<file path="config.mk">
export PLATFORM = sky130hd
export DESIGN_NAME = shf_norm_unit
export DESIGN_NICKNAME = d
export VERILOG_FILES = /design/src/rtl/shf_pkg.sv /design/src/rtl/shf_place.sv /design/src/rtl/shf_barrel.sv /design/src/rtl/shf_expdet.sv /design/src/rtl/shf_norm_unit.sv
export SDC_FILE = /design/constraint.sdc
export NUM_CORES = 1
export LEC_CHECK = 0
export BUFFER_PORTS_ARGS = -buffer_cell sky130_fd_sc_hd__buf_4
export CAP_MARGIN = 0
export CORE_MARGIN = 2
export CORE_UTILIZATION = 50
export CTS_BUF_LIST = sky130_fd_sc_hd__clkbuf_8
export DETAILED_ROUTE_END_ITERATION = 8
export HOLD_SLACK_MARGIN = 0.05
export PLACE_DENSITY = 0.72
export REMOVE_ABC_BUFFERS = 1
export SYNTH_ARGS = -nofsm -noshare
export SYNTH_HDL_FRONTEND = slang
export SYNTH_SLANG_ARGS = --single-unit
</file>
<file path="constraint.sdc">
create_clock -name clk -period 9.5 [get_ports clk]
set_input_delay 1.9 -clock clk [delete_from_list [all_inputs] [get_ports clk]]
set_output_delay 1.9 -clock clk [all_outputs]
set_load 0.1 [all_outputs]
</file>
<file path="src/rtl/shf_pkg.sv">
`timescale 1ns/1ps
// Package: shared operation codes for the normalizing shifter.
// Assumes a 3-bit operation field; codes above SH_EXPDET are reserved.
package shf_pkg;
    typedef enum logic [2:0] {
        SH_LOGIC  = 3'b000,
        SH_ARITH  = 3'b001,
        SH_NORM   = 3'b010,
        SH_DENORM = 3'b011,
        SH_EXPDET = 3'b100
    } shf_op_e;
endpackage

</file>
<file path="src/rtl/shf_place.sv">
`timescale 1ns/1ps
// shf_place: places a DW-bit word in the upper or lower half of a
// 2*DW-bit field. For the lower half, the upper half is either the
// sign copy or zero. Purely combinational.
module shf_place #(
    parameter int DW = 16
) (
    input  logic [DW-1:0]   din,
    input  logic            hi_sel,
    input  logic            sign_ext,
    output logic [2*DW-1:0] field
);
    // Select the placement and the fill of the unused half.
    always_comb begin
        if (hi_sel)
            field = {din, {DW{1'b0}}};
        else
            field = {{DW{sign_ext & din[DW-1]}}, din};
    end
endmodule

</file>
<file path="src/rtl/shf_barrel.sv">
`timescale 1ns/1ps
// shf_barrel: bidirectional logarithmic barrel shifter. A signed count
// selects the direction (positive = left). The fill on right shifts is
// the top bit when arith is set and zero otherwise. Left shifts reuse
// the right-shift stages on the bit-reversed field.
// Assumes CW > $clog2(W) so that magnitudes of W and above are visible.
module shf_barrel #(
    parameter int W  = 32,
    parameter int CW = 9
) (
    input  logic [W-1:0]  field,
    input  logic [CW-1:0] cnt,
    input  logic          arith,
    output logic [W-1:0]  shifted
);
    localparam int          LOG = $clog2(W);
    localparam logic [CW-1:0] W_C = CW'(W);

    logic          go_left;
    logic [CW-1:0] mag;
    logic          big;
    logic          fill;
    logic [W-1:0]  src_rev;
    logic [W-1:0]  stage [0:LOG];
    logic [W-1:0]  rshift;
    logic [W-1:0]  rshift_rev;

    // Decode direction, magnitude, out-of-range flag and fill bit.
    always_comb begin
        go_left = ~cnt[CW-1];
        mag     = cnt[CW-1] ? (~cnt + 1'b1) : cnt;
        big     = (mag >= W_C);
        fill    = arith & field[W-1] & ~go_left;
    end

    for (genvar b = 0; b < W; b++) begin : g_rev_in
        assign src_rev[b] = field[W-1-b];
    end

    assign stage[0] = go_left ? src_rev : field;

    for (genvar i = 0; i < LOG; i++) begin : g_stage
        assign stage[i+1] = mag[i] ? {{(2**i){fill}}, stage[i][W-1:2**i]}
                                   : stage[i];
    end

    assign rshift = big ? {W{fill}} : stage[LOG];

    for (genvar b = 0; b < W; b++) begin : g_rev_out
        assign rshift_rev[b] = rshift[W-1-b];
    end

    assign shifted = go_left ? rshift_rev : rshift;
endmodule

</file>
<file path="src/rtl/shf_expdet.sv">
`timescale 1ns/1ps
// shf_expdet: counts the bits below the sign bit that equal it, up to
// the first mismatch, and returns the count negated in EW bits.
// Assumes EW is wide enough to hold -(DW-1).
module shf_expdet #(
    parameter int DW = 16,
    parameter int EW = 8
) (
    input  logic [DW-1:0] din,
    output logic [EW-1:0] exp_val
);
    logic [EW-1:0] run;
    logic          stop;

    // Scan from just below the sign bit toward bit 0.
    always_comb begin
        run  = '0;
        stop = 1'b0;
        for (int i = DW-2; i >= 0; i--) begin
            if (!stop && (din[i] == din[DW-1]))
                run = run + 1'b1;
            else
                stop = 1'b1;
        end
        exp_val = ~run + 1'b1;
    end
endmodule

</file>
<file path="src/rtl/shf_norm_unit.sv">
`timescale 1ns/1ps
// shf_norm_unit: top of the normalizing shifter. It places the operand,
// shifts it by a signed count (negated for normalize) and loads or
// ORs the result into a 2*DATA_W result register. Exponent detect
// loads a separate exponent register. Both registers update only
// when en is high and clear on synchronous active-low reset.
module shf_norm_unit #(
    parameter int DATA_W = 16,
    parameter int CNT_W  = 8
) (
    input  logic                clk,
    input  logic                rst_n,
    input  logic                en,
    input  logic [2:0]          op,
    input  logic                hi_sel,
    input  logic                or_mode,
    input  logic [DATA_W-1:0]   din,
    input  logic [CNT_W-1:0]    amount,
    output logic [2*DATA_W-1:0] result,
    output logic [CNT_W-1:0]    exp_out
);
    import shf_pkg::*;

    localparam int RES_W = 2 * DATA_W;
    localparam int EFF_W = CNT_W + 1;

    logic [RES_W-1:0] field;
    logic [RES_W-1:0] shifted;
    logic [EFF_W-1:0] cnt_ext;
    logic [EFF_W-1:0] cnt_eff;
    logic [CNT_W-1:0] exp_val;
    logic             is_shift;
    logic             is_exp;
    logic             use_sign;
    logic             arith;

    // Decode the operation into control signals and the effective count.
    always_comb begin
        is_shift = (op == SH_LOGIC) || (op == SH_ARITH) ||
                   (op == SH_NORM)  || (op == SH_DENORM);
        is_exp   = (op == SH_EXPDET);
        use_sign = (op == SH_ARITH);
        arith    = (op != SH_LOGIC);
        cnt_ext  = {amount[CNT_W-1], amount};
        cnt_eff  = (op == SH_NORM) ? (~cnt_ext + 1'b1) : cnt_ext;
    end

    shf_place #(.DW(DATA_W)) u_place (
        .din      (din),
        .hi_sel   (hi_sel),
        .sign_ext (use_sign),
        .field    (field)
    );

    shf_barrel #(.W(RES_W), .CW(EFF_W)) u_barrel (
        .field   (field),
        .cnt     (cnt_eff),
        .arith   (arith),
        .shifted (shifted)
    );

    shf_expdet #(.DW(DATA_W), .EW(CNT_W)) u_expdet (
        .din     (din),
        .exp_val (exp_val)
    );

    // Result register: load or merge a shift result when enabled.
    always_ff @(posedge clk) begin
        if (!rst_n)
            result <= '0;
        else if (en && is_shift)
            result <= or_mode ? (result | shifted) : shifted;
    end

    // Exponent register: load the detected exponent when enabled.
    always_ff @(posedge clk) begin
        if (!rst_n)
            exp_out <= '0;
        else if (en && is_exp)
            exp_out <= exp_val;
    end
endmodule

</file>
== Yosys cells after proc, flatten, opt, wreduce, memory -nomap -nowiden ==
Index checks and enable logic that the tools add are counted.

* Flip-flop bits (word level): 40
* Output and inout bits: 40
* Input port bits: 32
* Word-level logic and storage cells: 121

* Multiplexer cells: 41
* Reduce and logical (&&, ||, !) cells: 34
* Bitwise gates (word level): 7
* Eq/ne operators: 19
* $lt $le $gt $ge: 1
* Add/sub/neg operators: 17

{| class="wikitable"
|+ Operators with widths
! operator !! number
|-
| $mux W32 || 10
|-
| $add A8 B1 Y8 const B || 15
|-
| $mux W8 || 14
|-
| $or A32 B32 Y32 || 1
|-
| $add A9 B1 Y9 const B || 2
|-
| $mux W9 || 2
|-
| $not A9 Y9 || 2
|-
| $logic_and A1 B1 Y1 || 16
|-
| $eq A1 B1 Y1 || 15
|-
| $mux W1 || 15
|-
| $logic_not A1 Y1 || 13
|-
| $ge A9 B6 Y1 const B || 1
|-
| $not A8 Y8 || 1
|-
| $eq A3 B2 Y1 const B || 2
|-
| $and A1 B1 Y1 || 3
|-
| $eq A3 B1 Y1 const B || 1
|-
| $eq A3 B3 Y1 const B || 1
|-
| $logic_not A3 Y1 || 1
|-
| $logic_or A1 B1 Y1 || 3
|-
| $reduce_bool A3 Y1 || 1
|}

== Logic depth before layout (Yosys ltp) ==
Gate-level depths: netlist (run 1).

* Depth in word-level cells: 44
* Gate-level depth with buffers: 47

== Hierarchy ==
A second synthesis (run 1) with hierarchy kept.

* Cells, all modules: 978
* Area, all modules: 7531.0 µm²

{| class="wikitable"
|+ By module, submodules not included
! module !! instances !! area an instance (µm²) !! cells an instance
|-
| shf_barrel || 1 || 3403.3 || 467
|-
| shf_expdet || 1 || 2048.2 || 295
|-
| shf_norm_unit || 1 || 1786.7 || 164
|-
| shf_place || 1 || 292.8 || 52
|}

== Worst setup path after synthesis (run 1) ==
No wires, ideal clock.

* Path type: input-to-reg
* Start point: in din[15]
* End point: reg exp_out[5]
* Buffers on the path: 3
* Slack: 247 ps
* Cell stages on the path: 45
* Arrival: 9121 ps
* Cells stage by stage: buf_6 buf_2 clkbuf_1 or2_2 o21bai_1 ha_1 a21oi_1 nor2_1 ha_1 nand2_1 nand2_1 ha_1 nand2_1 a31oi_1 ha_1 nand2_1 o211ai_1 nor2_1 (+9 left out) ha_1 mux2_2 o21ai_0 inv_1 ha_1 nand2_1 o21ai_0 ha_1 mux2i_1 mux2i_1 ha_1 and2_1 nand2_1 o221ai_2 xnor3_1 and3_4 xor2_1 o22ai_2

* Longest elaborated chain between the ends: 44
* Elaborated cells on any way between the ends: 87
* Those cells by class: add/sub (15); eq/ne (15); mux (29); bitwise (1); reduce/logical (27)

{| class="wikitable"
|+ RTL lines
! item !! RTL line !! text
|-
| start: declaration || shf_norm_unit.sv:17 || <nowiki>input logic [DATA_W-1:0] din,</nowiki>
|-
| parallel branches: the longest is 41 deep, another holds $add A8 B1 Y8 || -- ||
|-
| $mux W8 (*) || shf_expdet.sv:20 || <nowiki>if (!stop && (din[i] == din[DW-1]))</nowiki>
|-
| $not A8 Y8 (*) || shf_expdet.sv:25 || <nowiki>exp_val = ~run + 1'b1;</nowiki>
|-
| $add A8 B1 Y8 (*) || shf_expdet.sv:25 ||
|-
| end signal: assignment || shf_norm_unit.sv:80 || <nowiki>exp_out <= exp_val;</nowiki>
|-
| end: declaration || shf_norm_unit.sv:20 || <nowiki>output logic [CNT_W-1:0] exp_out</nowiki>
|}

Mark *: on every way between the ends.
A chain may end at the register's enable or synchronous reset.

== Worst setup path in the final report (run 1) ==
* Start point: in din[13]
* End point: reg exp_out[6]

* Longest elaborated chain between the ends: 44
* Elaborated cells on any way between the ends: 70
* Those cells by class: add/sub (14); eq/ne (1); mux (27); bitwise (1); reduce/logical (27)

{| class="wikitable"
|+ RTL lines
! item !! RTL line
|-
| $eq A1 B1 Y1 (*) || shf_expdet.sv:20
|-
| $logic_and A1 B1 Y1 (*) || shf_expdet.sv:20
|-
| parallel branches: the longest is 39 deep, another holds $add A8 B1 Y8 || --
|-
| $mux W8 (*) || shf_expdet.sv:20
|-
| $not A8 Y8 (*) || shf_expdet.sv:25
|-
| $add A8 B1 Y8 (*) || shf_expdet.sv:25
|}

Marks and branches as above.

==> results by group, run 1 <==
Power
  • Internal power: 0.3829 mW
  • Overall Power: 0.7399 mW
  • Register share of total power: 24.5%
  • Switching share of total power: 48.24%
  • Clock Power Share: 15.8%
  • Combinational Power Share: 59.7%
  • Max VDD drop: 0.06716 mV
  • P_leak: 3.100 nW
  • PD cells: 95.92 nW/um^2
  • P_sw: 0.3569 mW

Setup path
  • Worst EP required: 9.71 ns
  • Crit Reg-Reg Startpoint: exp_out[6]$_SDFFE_PN0P_
  • Critical R2R Capture: exp_out[6]$_SDFFE_PN0P_
  • CP bufs+invs: 3
  • CP arrival: 9.09 ns
  • Slowest CP cell: ha_1
  • Cells on worst reg2reg path: 2
  • Top delay family on crit path: adder cells
  • Crit end category: register
  • Critical Path Sink: exp_out[6]$_SDFFE_PN0P_
  • Reg2reg setup slack: 8.76 ns
  • CP startpoint: din[13]
  • Cell mode on critical path: ha_1
  • CP Class: in -> reg
  • CP max stage delay: 0.34 ns
  • CP Launch Type: primary input
  • Crit path depth: 43
  • Max Fanout on Critical Path: 11

Clock tree
  • Clock Path Buffers: 2
  • CTS Hold Bufs: 0
  • H-tree depth: 2
  • Total CTS buffers: 5
  • TritonCTS sink count: 40
  • Clk Latency, worst-skew pair: 0.30 ns
  • Clock-pin slew of the registers on the worst-case setup and hold paths: 0.08 ns
  • CTS tree: done
  • Clk root buf: clkbuf_8

Cells and area
  • Antenna diodes: 0
  • Finished Core Util: 55.79%
  • Share of cells above drive strength 1: 14.74%
  • # fillers: 1348
  • Post-route cell area: 7714 sq um
  • Synthesis-to-layout area growth: 9.678%
  • Final Non-Filler Cells: 1225
  • Nets: 1090

STA
  • Final worst setup slack: 0.6202 ns
  • Unrepaired setup endpoints after global routing: no
  • Minimum hold slack: 0.4601 ns
  • Final period utilization: 93.47%
  • Skew final: 0 ns
  • Max Slew Vio Count: 0
  • Setup TNS: 0 ns
  • Period minus WS final: 8.880 ns
  • FMAX: 112.6 MHz
  • Max-slew headroom: 20.61%
  • Endpoints failing setup: 0
  • Hold Fails Final Rpt: 0
  • Worst slew pin tran: 1.185 ns

Die
  • FP Rows: 43
  • Initial core utilization: 50.86%
  • I/O Pins: 72
  • Core Box Area: 13830 sq um
  • Die W: 122.6 um
  • Die Span Y: 122.6 um
  • Die area: 15030 sq um

Drt
  • DRT Wirelength: 21100 um
  • DRC viols: 0
  • DR vias: 7829
  • Post-DR vias/cell: 6.391
  • ANT nets after route: 0
  • DR pass1 iterations: 8
  • Per-cell routed wire length: 17.23 um
  • 1st-iter DRT viols: 778

GRT
  • Tot GR Track Use: 27.95%
  • First-pass GRT wire length: 34380 um
  • Largest net degree at the start of global routing: 49
  • Number of global-route vias before repair: 7017
  • GR Overflow Total: 0
  • Initial antenna violation count: 0

Yosys
  • Synth top area share: 11.39%
  • Most instantiated cells after synthesis: nand2_1 (139), nor2_1 (100), mux2i_1 (65)
  • Mapped Avg Cell Area: 6.795 sq um
  • Area of the mapped netlist: 7033 sq um
  • Synth cell types: 80
  • Synth area leaders: dfxtp_1 (11%), mux2i_1 (9.3%), nand2_1 (7.4%)
  • Post-synthesis async set-or-reset flop share: 0%
  • Sequential share of the synthesized area: 11.39%
  • Number of enable flip-flop cells after synthesis: 0
  • Count leader, synth: nand2_1
  • Cells after Synth: 1035
  • Syn. warnings: 0
  • Largest area contributor in the netlist: dfxtp_1
  • Synth Flop Type: dfxtp_1
  • Synth Register Bits: 40

Placed design
  • Dpl hpwl: 15910 um
  • Placer Congestion: 0.9496
  • Worst slack at placement: 0.2009 ns
  • I/O Buffers: 71
  • Post-DP Area: 7600 sq um
  • Placed insts: 1215

Run
  • Maxcap violations: 0

Run status
  • Status: finished clean

Worst hold path
  • Hold WC Path Type: reg -> reg
==> registers in the layout, summed over array words and instances (netlist names) <==
register,count
exp_out,8
result,32
==> repair_timing <==
action	in CTS	in global routing
setup buffers	0	2
endpoints found under the setup margin	0	4
gates resized for setup	0	3
==> cells in the final DEF, fill, tap and decap left out, drive strengths merged, types with 14 or more instances in the layout <==
cell type and count:
o211ai 26, o21ai 60, a211oi 17, nand3 32, nand4 16, mux2 24, nor2 101, nor3 32
nor2b 20, buf 88, and2 14, nand2 139, nand2b 22, ha 14, a21oi 64, xnor2 34
dfxtp 40, mux2i 65, and3 14, a21boi 14
==> routing by layer <==
layer | part of all wire [%] | vias up | global-route usage (%)
met5 | 0 | - | 0
met4 | 1.8 | 0 | 6.466
met3 | 6.3 | 36 | 4.275
met2 | 48 | 275 | 47.50
met1 | 44 | 3673 | 37.18
li1 | - | 3845 | -
==> worst min path at each step <==
stage,cells after the start,startpoint,to
after CTS,2,result[23]$_SDFFE_PN0P_,result[23]$_SDFFE_PN0P_
final,2,result[23]$_SDFFE_PN0P_,result[23]$_SDFFE_PN0P_
after global routing,2,result[23]$_SDFFE_PN0P_,result[23]$_SDFFE_PN0P_
after detailed placement,2,result[23]$_SDFFE_PN0P_,result[23]$_SDFFE_PN0P_
after floorplan,2,result[11]$_SDFFE_PN0P_,result[11]$_SDFFE_PN0P_
after global placement,2,result[2]$_SDFFE_PN0P_,result[2]$_SDFFE_PN0P_
==> worst register-to-register path: cells and delay by family (launching register included) <==
kind            cells  cell delay (ns)
flops               1             0.33
simple gates        1             0.23
compound gates      1             0.09
==> power by group through the flow <==
stage | registers, mW | clock network, mW | logic [mW]
3_5_place_dp | 0.185 | 0 | 0.431
3_3_place_gp | 0.185 | 0 | 0.427
6_report | 0.181 | 0.117 | 0.442
4_1_cts | 0.181 | 0.119 | 0.432
2_1_floorplan | 0.245 | 0 | 0.253
5_1_grt | 0.182 | 0.128 | 0.480
==> final cells by class <==
class	count	area (sq um)	share of cell area [%]
multi-input combinational	896	5886	76.30
sequential	40	800.8	10.38
timing repair buffer	88	660.6	8.564
tap	180	225.2	2.920
clock buffer	6	82.58	1.071
inverter	13	48.80	0.6326
clock inverter	2	10.01	0.1298
==> kinds of logic after synthesis <==
| group | share of synthesized area (%) |
|---|---|
| muxes | 14.37 |
| AOI/OAI and AO/OA | 28.46 |
| adders and majority gates | 2.633 |
| DFF | 11.39 |
| xor gates and xnor gates | 6.227 |
| and+or+nand+nor | 31.20 |
| buffers and inverters | 5.711 |
Power figures use the tool's default switching activity.
==> run 2: changes to the inputs <==
--- a/config.mk
+++ b/config.mk
@@ -12,7 +12,7 @@
 export CTS_BUF_LIST = sky130_fd_sc_hd__clkbuf_8
 export DETAILED_ROUTE_END_ITERATION = 8
 export HOLD_SLACK_MARGIN = 0.05
-export PLACE_DENSITY = 0.72
+export PLACE_DENSITY = 0.69
 export REMOVE_ABC_BUFFERS = 1
 export SYNTH_ARGS = -nofsm -noshare
 export SYNTH_HDL_FRONTEND = slang
==> constraint.sdc (replaced) <==
create_clock -name clk -period 9.6 [get_ports clk]
set_input_delay 1.92 -clock clk [delete_from_list [all_inputs] [get_ports clk]]
set_output_delay 1.92 -clock clk [all_outputs]
set_load 0.1 [all_outputs]
==> results by group, run 2 (synthesis gave the netlist of run 1 again) <==
Setup path
  • CP arrival: 9.24 ns
  • Worst EP required: 9.80 ns
  • Crit end category: register
  • CP Launch Type: primary input
  • Cells on worst reg2reg path: 2
  • Max Fanout on Critical Path: 11
  • Reg2reg setup slack: 8.87 ns
  • CP max stage delay: 0.34 ns
  • CP Class: in -> reg
  • Cell mode on critical path: ha_1
  • Critical R2R Capture: exp_out[6]$_SDFFE_PN0P_
  • Slowest CP cell: ha_1
  • Crit Reg-Reg Startpoint: exp_out[6]$_SDFFE_PN0P_

STA
  • Endpoints failing setup: 0
  • Period minus WS final: 9.038 ns
  • FMAX: 110.6 MHz
  • Minimum hold slack: 0.4637 ns
  • Hold Fails Final Rpt: 0
  • Final worst setup slack: 0.5623 ns
  • Worst slew pin tran: 1.099 ns
  • Unrepaired setup endpoints after global routing: no
  • Setup TNS: 0 ns
  • Max Slew Vio Count: 0
  • Skew final: 0 ns
  • Final period utilization: 94.14%
  • Max-slew headroom: 26.76%

Clock tree
  • H-tree depth: 2
  • TritonCTS sink count: 40
  • Clock Path Buffers: 2
  • Total CTS buffers: 5
  • CTS tree: done
  • Clk root buf: clkbuf_8
  • Clk Latency, worst-skew pair: 0.31 ns
  • Clock-pin slew of the registers on the worst-case setup and hold paths: 0.08 ns

Worst hold path
  • Min-Delay Endpoint: result[14]$_SDFFE_PN0P_
  • Worst hold start: result[14]$_SDFFE_PN0P_
  • Hold WC Path Type: reg -> reg
  • Hold Path Depth: 2

Die
  • Die area: 15030 sq um
  • Core Box Area: 13830 sq um
  • Die Span Y: 122.6 um
  • I/O Pins: 72
  • Initial core utilization: 50.86%
  • FP Rows: 43
  • Die W: 122.6 um

GRT
  • Top Usage Layer GRT: met2
  • First-pass GRT wire length: 35030 um
  • Met2 Track Usage GR: 47.81%
  • Number of global-route vias before repair: 7035
  • GR Util met3: 4.136%
  • GR Overflow Total: 0
  • Initial antenna violation count: 0
  • Tot GR Track Use: 28.51%
  • Met1 Use GR: 38.95%
  • Largest net degree at the start of global routing: 48

Cells and area
  • Most common cell after layout, fill and taps aside: nand2_1
  • Post-route cell area: 7766 sq um
  • Nets: 1091
  • Multi-input combinational cell area: 5912 sq um
  • Share of cells above drive strength 1: 15.39%
  • # fillers: 1386
  • Antenna diodes: 0
  • Synthesis-to-layout area growth: 10.43%
  • Top Registers: result x32, exp_out x8
  • Commonest cells after routing, fill and taps aside: nand2_1 (139), nor2_1 (98), buf_4 (89)
  • Top reg by flops: result
  • Register area: 800.8 sq um
  • Max FFs per register: 32

Drt
  • DR pass1 iterations: 5
  • Per-cell routed wire length: 17.41 um
  • DRC viols: 0
  • DRT Wirelength: 21340 um
  • Post-DR vias/cell: 6.366
  • DR vias: 7805
  • 1st-iter DRT viols: 673
  • ANT nets after route: 0

Placed design
  • Dpl hpwl: 16140 um
  • Post-DP Area: 7615 sq um
  • Placer Congestion: 0.9739
  • I/O Buffers: 71
  • Worst slack at placement: 0.06889 ns

Power
  • PD cells: 97.72 nW/um^2
  • P_leak: 3.110 nW
  • Max VDD drop: 0.09230 mV

Run status
  • Status: finished clean

Run
  • Maxcap violations: 0
[run 2: changes by cell type in the layout (fill, tap and decap cells not counted), sizes merged]
| cell | before | now |
|---|---|---|
| bufinv | 0 | 1 |
| clkinv | 3 | 2 |
| buf | 88 | 89 |
| clkbuf | 6 | 5 |
| clkinvlp | 0 | 1 |
[run 2: worst max-delay path: cells and delay by family]
kind / cells / cell delay [ns]
XOR/XNOR: 2 / 0.45
multiplexers: 3 / 0.56
adder cells (fa/ha/maj): 10 / 2.96
AND/OR/NAND/NOR: 14 / 1.40
AO/OA/AOI/OAI: 12 / 1.64
buffers and inverters: 3 / 0.28
[run 2: metrics by stage]
stage | instances | total power, mW | util, %
floorplan | 949 | 0.4928 | -
global placement | 1217 | 0.6071 | 55.07
detailed placement | 1217 | 0.6120 | 55.07
CTS | 1225 | 0.7512 | 55.88
global route | 1226 | 0.8098 | 56.17
finish | 1226 | 0.7589 | 56.17
[run 2: power breakdown]
part | internal, mW | leakage, nW | total (mW) | switching [mW]
combinational | 0.149 | 2.73 | 0.441 | 0.291
clock | 0.0769 | 0.0541 | 0.139 | 0.0625
sequential | 0.174 | 0.325 | 0.179 | 0.00458
total | 0.400 | 3.11 | 0.759 | 0.358
[run 2: area by class of cell]
cell class                      instances  area share, %
Multi-Input combinational cell        896          76.12
Timing Repair Buffer                   89          8.603
Tap cell                              180          2.900
Clock buffer                            5         0.8861
Inverter                               13         0.6283
Clock inverter                          3         0.5478
Sequential cell                        40          10.31
[run 2: worst max-delay path by stage]
stage            start                      end  slack, ns  cells past startpoint
2_1_floorplan  din[13]  exp_out[5]$_SDFFE_PN0P_       0.76                     43
3_3_place_gp   din[13]  exp_out[5]$_SDFFE_PN0P_       0.37                     44
3_5_place_dp   din[13]  exp_out[5]$_SDFFE_PN0P_       0.07                     44
4_1_cts        din[13]  exp_out[5]$_SDFFE_PN0P_       0.38                     44
5_1_grt        din[13]  exp_out[5]$_SDFFE_PN0P_       0.02                     44
6_report       din[13]  exp_out[5]$_SDFFE_PN0P_       0.56                     44
[run 2: routing by layer]
metal  vias to the layer above  part of all wire [%]  wire length [um]
li1                       3841                     -                 -
met1                      3670                    44              9455
met2                       261                    48             10290
met3                        33                   6.0              1281
met4                         0                   1.5               319
met5                         -                     0                 0
[run 2: timing repair]
| item | CTS | global route |
|---|---|---|
| hold buffers | 0 | 0 |
| setup buffers | 0 | 1 |
| resized for setup | 0 | 9 |
| setup endpoints to repair | 0 | 5 |
==> run 3: changes to the inputs <==
--- a/config.mk
+++ b/config.mk
@@ -16,4 +16,5 @@
 export REMOVE_ABC_BUFFERS = 1
 export SYNTH_ARGS = -nofsm -noshare
 export SYNTH_HDL_FRONTEND = slang
+export SYNTH_HIERARCHICAL = 1
 export SYNTH_SLANG_ARGS = --single-unit
==> results by group, run 3 <==
Placed design
  • Post-DP Area: 8046 sq um
  • I/O Buffers: 71
  • Worst slack at placement: -0.2354 ns
  • Dpl hpwl: 17630 um
  • Placer Congestion: 1.003

Die
  • Die Span Y: 126.7 um
  • FP Rows: 44
  • I/O Pins: 72
  • Die W: 126.7 um
  • Core Box Area: 14640 sq um
  • Die area: 16060 sq um
  • Initial core utilization: 51.43%

Cells and area
  • Most common cell after layout, fill and taps aside: buf_4
  • Commonest cells after routing, fill and taps aside: buf_4 (96), nand2_1 (87), mux2i_1 (78)
  • Antenna diodes: 0
  • Post-route cell area: 8273 sq um
  • Synthesis-to-layout area growth: 9.852%
  • # fillers: 1416
  • Nets: 1053
  • Max FFs per register: 32
  • Finished Core Util: 56.49%
  • Share of cells above drive strength 1: 22.64%
  • Top reg by flops: result
  • Top Registers: result x32, exp_out x8

STA
  • Endpoints failing setup: 0
  • Max-slew headroom: 26.37%
  • Hold Fails Final Rpt: 0
  • FMAX: 109.0 MHz
  • Max Slew Vio Count: 0
  • Worst slew pin tran: 1.102 ns
  • Skew final: 0 ns
  • Period minus WS final: 9.173 ns
  • Final period utilization: 95.55%
  • Final worst setup slack: 0.4270 ns

Setup path
  • CP max stage delay: 0.39 ns
  • CP bufs+invs: 2
  • Slowest CP cell: or3b_4
  • CP arrival: 9.38 ns
  • Top delay family on crit path: adder cells
  • Max Fanout on Critical Path: 9
  • CP Class: in -> reg
  • CP startpoint: din[13]
  • Crit Reg-Reg Startpoint: result[22]$_SDFFE_PN0P_
  • Worst EP required: 9.81 ns
  • Crit end category: register
  • Cell mode on critical path: ha_1
  • CP Launch Type: primary input

Power
  • P_sw: 0.4038 mW
  • PD cells: 98.62 nW/um^2
  • Internal power: 0.4121 mW
  • Combinational Power Share: 63.4%
  • Switching share of total power: 49.49%
  • Max VDD drop: 0.08505 mV
  • P_leak: 3.208 nW
  • Clock Power Share: 14.8%
  • Register share of total power: 21.8%

Drt
  • Per-cell routed wire length: 19.81 um
  • DR pass1 iterations: 7
  • Post-DR vias/cell: 6.728
  • 1st-iter DRT viols: 822
  • DR vias: 8013
  • ANT nets after route: 0
  • DRT Wirelength: 23590 um
  • DRC viols: 0

GRT
  • GR Overflow Total: 0
  • First-pass GRT wire length: 37690 um
  • Number of global-route vias before repair: 7189
  • Tot GR Track Use: 28.36%
  • Largest net degree at the start of global routing: 77
  • Initial antenna violation count: 0

Yosys
  • Area of the mapped netlist: 7531 sq um
  • Post-synthesis async set-or-reset flop share: 0%
  • Sequential share of the synthesized area: 10.63%
  • Count leader, synth: nand2_1
  • Synth Flop Type: dfxtp_1
  • Cells after Synth: 978
  • Mapped Avg Cell Area: 7.700 sq um
  • Synth top area share: 10.63%
  • Number of enable flip-flop cells after synthesis: 0
  • Most instantiated cells after synthesis: nand2_1 (88), mux2i_1 (78), nor2b_1 (68)
  • Synth area leaders: dfxtp_1 (11%), mux2i_1 (10%), nor2b_1 (5.6%)
  • Synth Register Bits: 40
  • Synth cell types: 100
  • Syn. warnings: 6
  • Largest area contributor in the netlist: dfxtp_1

Clock tree
  • Total CTS buffers: 5
  • H-tree depth: 2
  • TritonCTS sink count: 40
  • Clk Latency, worst-skew pair: 0.31 ns
  • Clk root buf: clkbuf_8
  • Clock Path Buffers: 2
  • CTS tree: done
  • Clock-pin slew of the registers on the worst-case setup and hold paths: 0.08 ns

Worst hold path
  • Hold WC Path Type: reg -> reg
  • Worst hold start: result[0]$_SDFFE_PN0P_

Run
  • Maxcap violations: 0

Run status
  • Status: finished clean
run 3: final cells by class:
class                      instances  area [sq um]  area share [%]
multi-input combinational        849          6371           77.01
sequential                        40         800.8           9.679
timing repair buffer              96         720.7           8.711
tap                              184         230.2           2.783
clock buffer                       6         82.58          0.9982
inverter                          14         52.55          0.6352
clock inverter                     2         15.01          0.1815
run 3: power groups by stage:
stage	clock, mW	sequential (mW)	combinational [mW]
floorplan	0	0.235	0.298
global placement	0	0.182	0.488
detailed placement	0	0.182	0.491
CTS	0.123	0.178	0.493
global route	0.129	0.179	0.552
finish	0.121	0.178	0.517
run 3: stage by stage:
step                      setup TNS (ns)  hold WS [ns]  instances  power [mW]
after floorplan                        0        0.9807        903      0.5326
after global placement                 0        0.5049       1179      0.6703
after detailed placement         -0.4433        0.5088       1179      0.6725
after CTS                              0        0.5325       1187      0.7944
after global routing            -0.04032        0.5595       1191      0.8601
final                                  0        0.5299       1191      0.8158
run 3: worst register-to-register path, stage by stage (launching register included):
cell,delay (ns)
dfxtp_1,0.33
a22oi_1,0.15
nor2b_1,0.07
run 3: metal layers:
layer	up-vias	share of wire, %	global-route usage, %
li1	3778	-	-
met1	3790	44	39.81
met2	377	44	43.97
met3	68	8.3	5.441
met4	0	3.7	8.985
met5	-	0	0
run 3: kinds of logic after synthesis:
family	Yosys count	synth area share (%)
xor gates and xnor gates	43	5.616
buffers and inverters	89	6.712
adders and majority gates	15	2.492
AOI/OAI and AO/OA	300	30.67
and+or+nand+nor	386	28.53
DFF	40	10.63
muxes	105	15.35
run 3: path summary, 6_finish.rpt:
path	to	slack (ns)	cells after the start
setup / recovery	exp_out[6]$_SDFFE_PN0P_	0.43	41
hold / removal	result[0]$_SDFFE_PN0P_	0.53	2
setup reg to reg	result[22]$_SDFFE_PN0P_	8.95	2
hold reg to reg	result[0]$_SDFFE_PN0P_	0.53	2
run 3: what timing repair did:
action / in CTS / in global routing
hold buffers: 0 / 0
gates resized for setup: 0 / 21
setup endpoints to repair: 0 / 4
setup buffers: 0 / 4
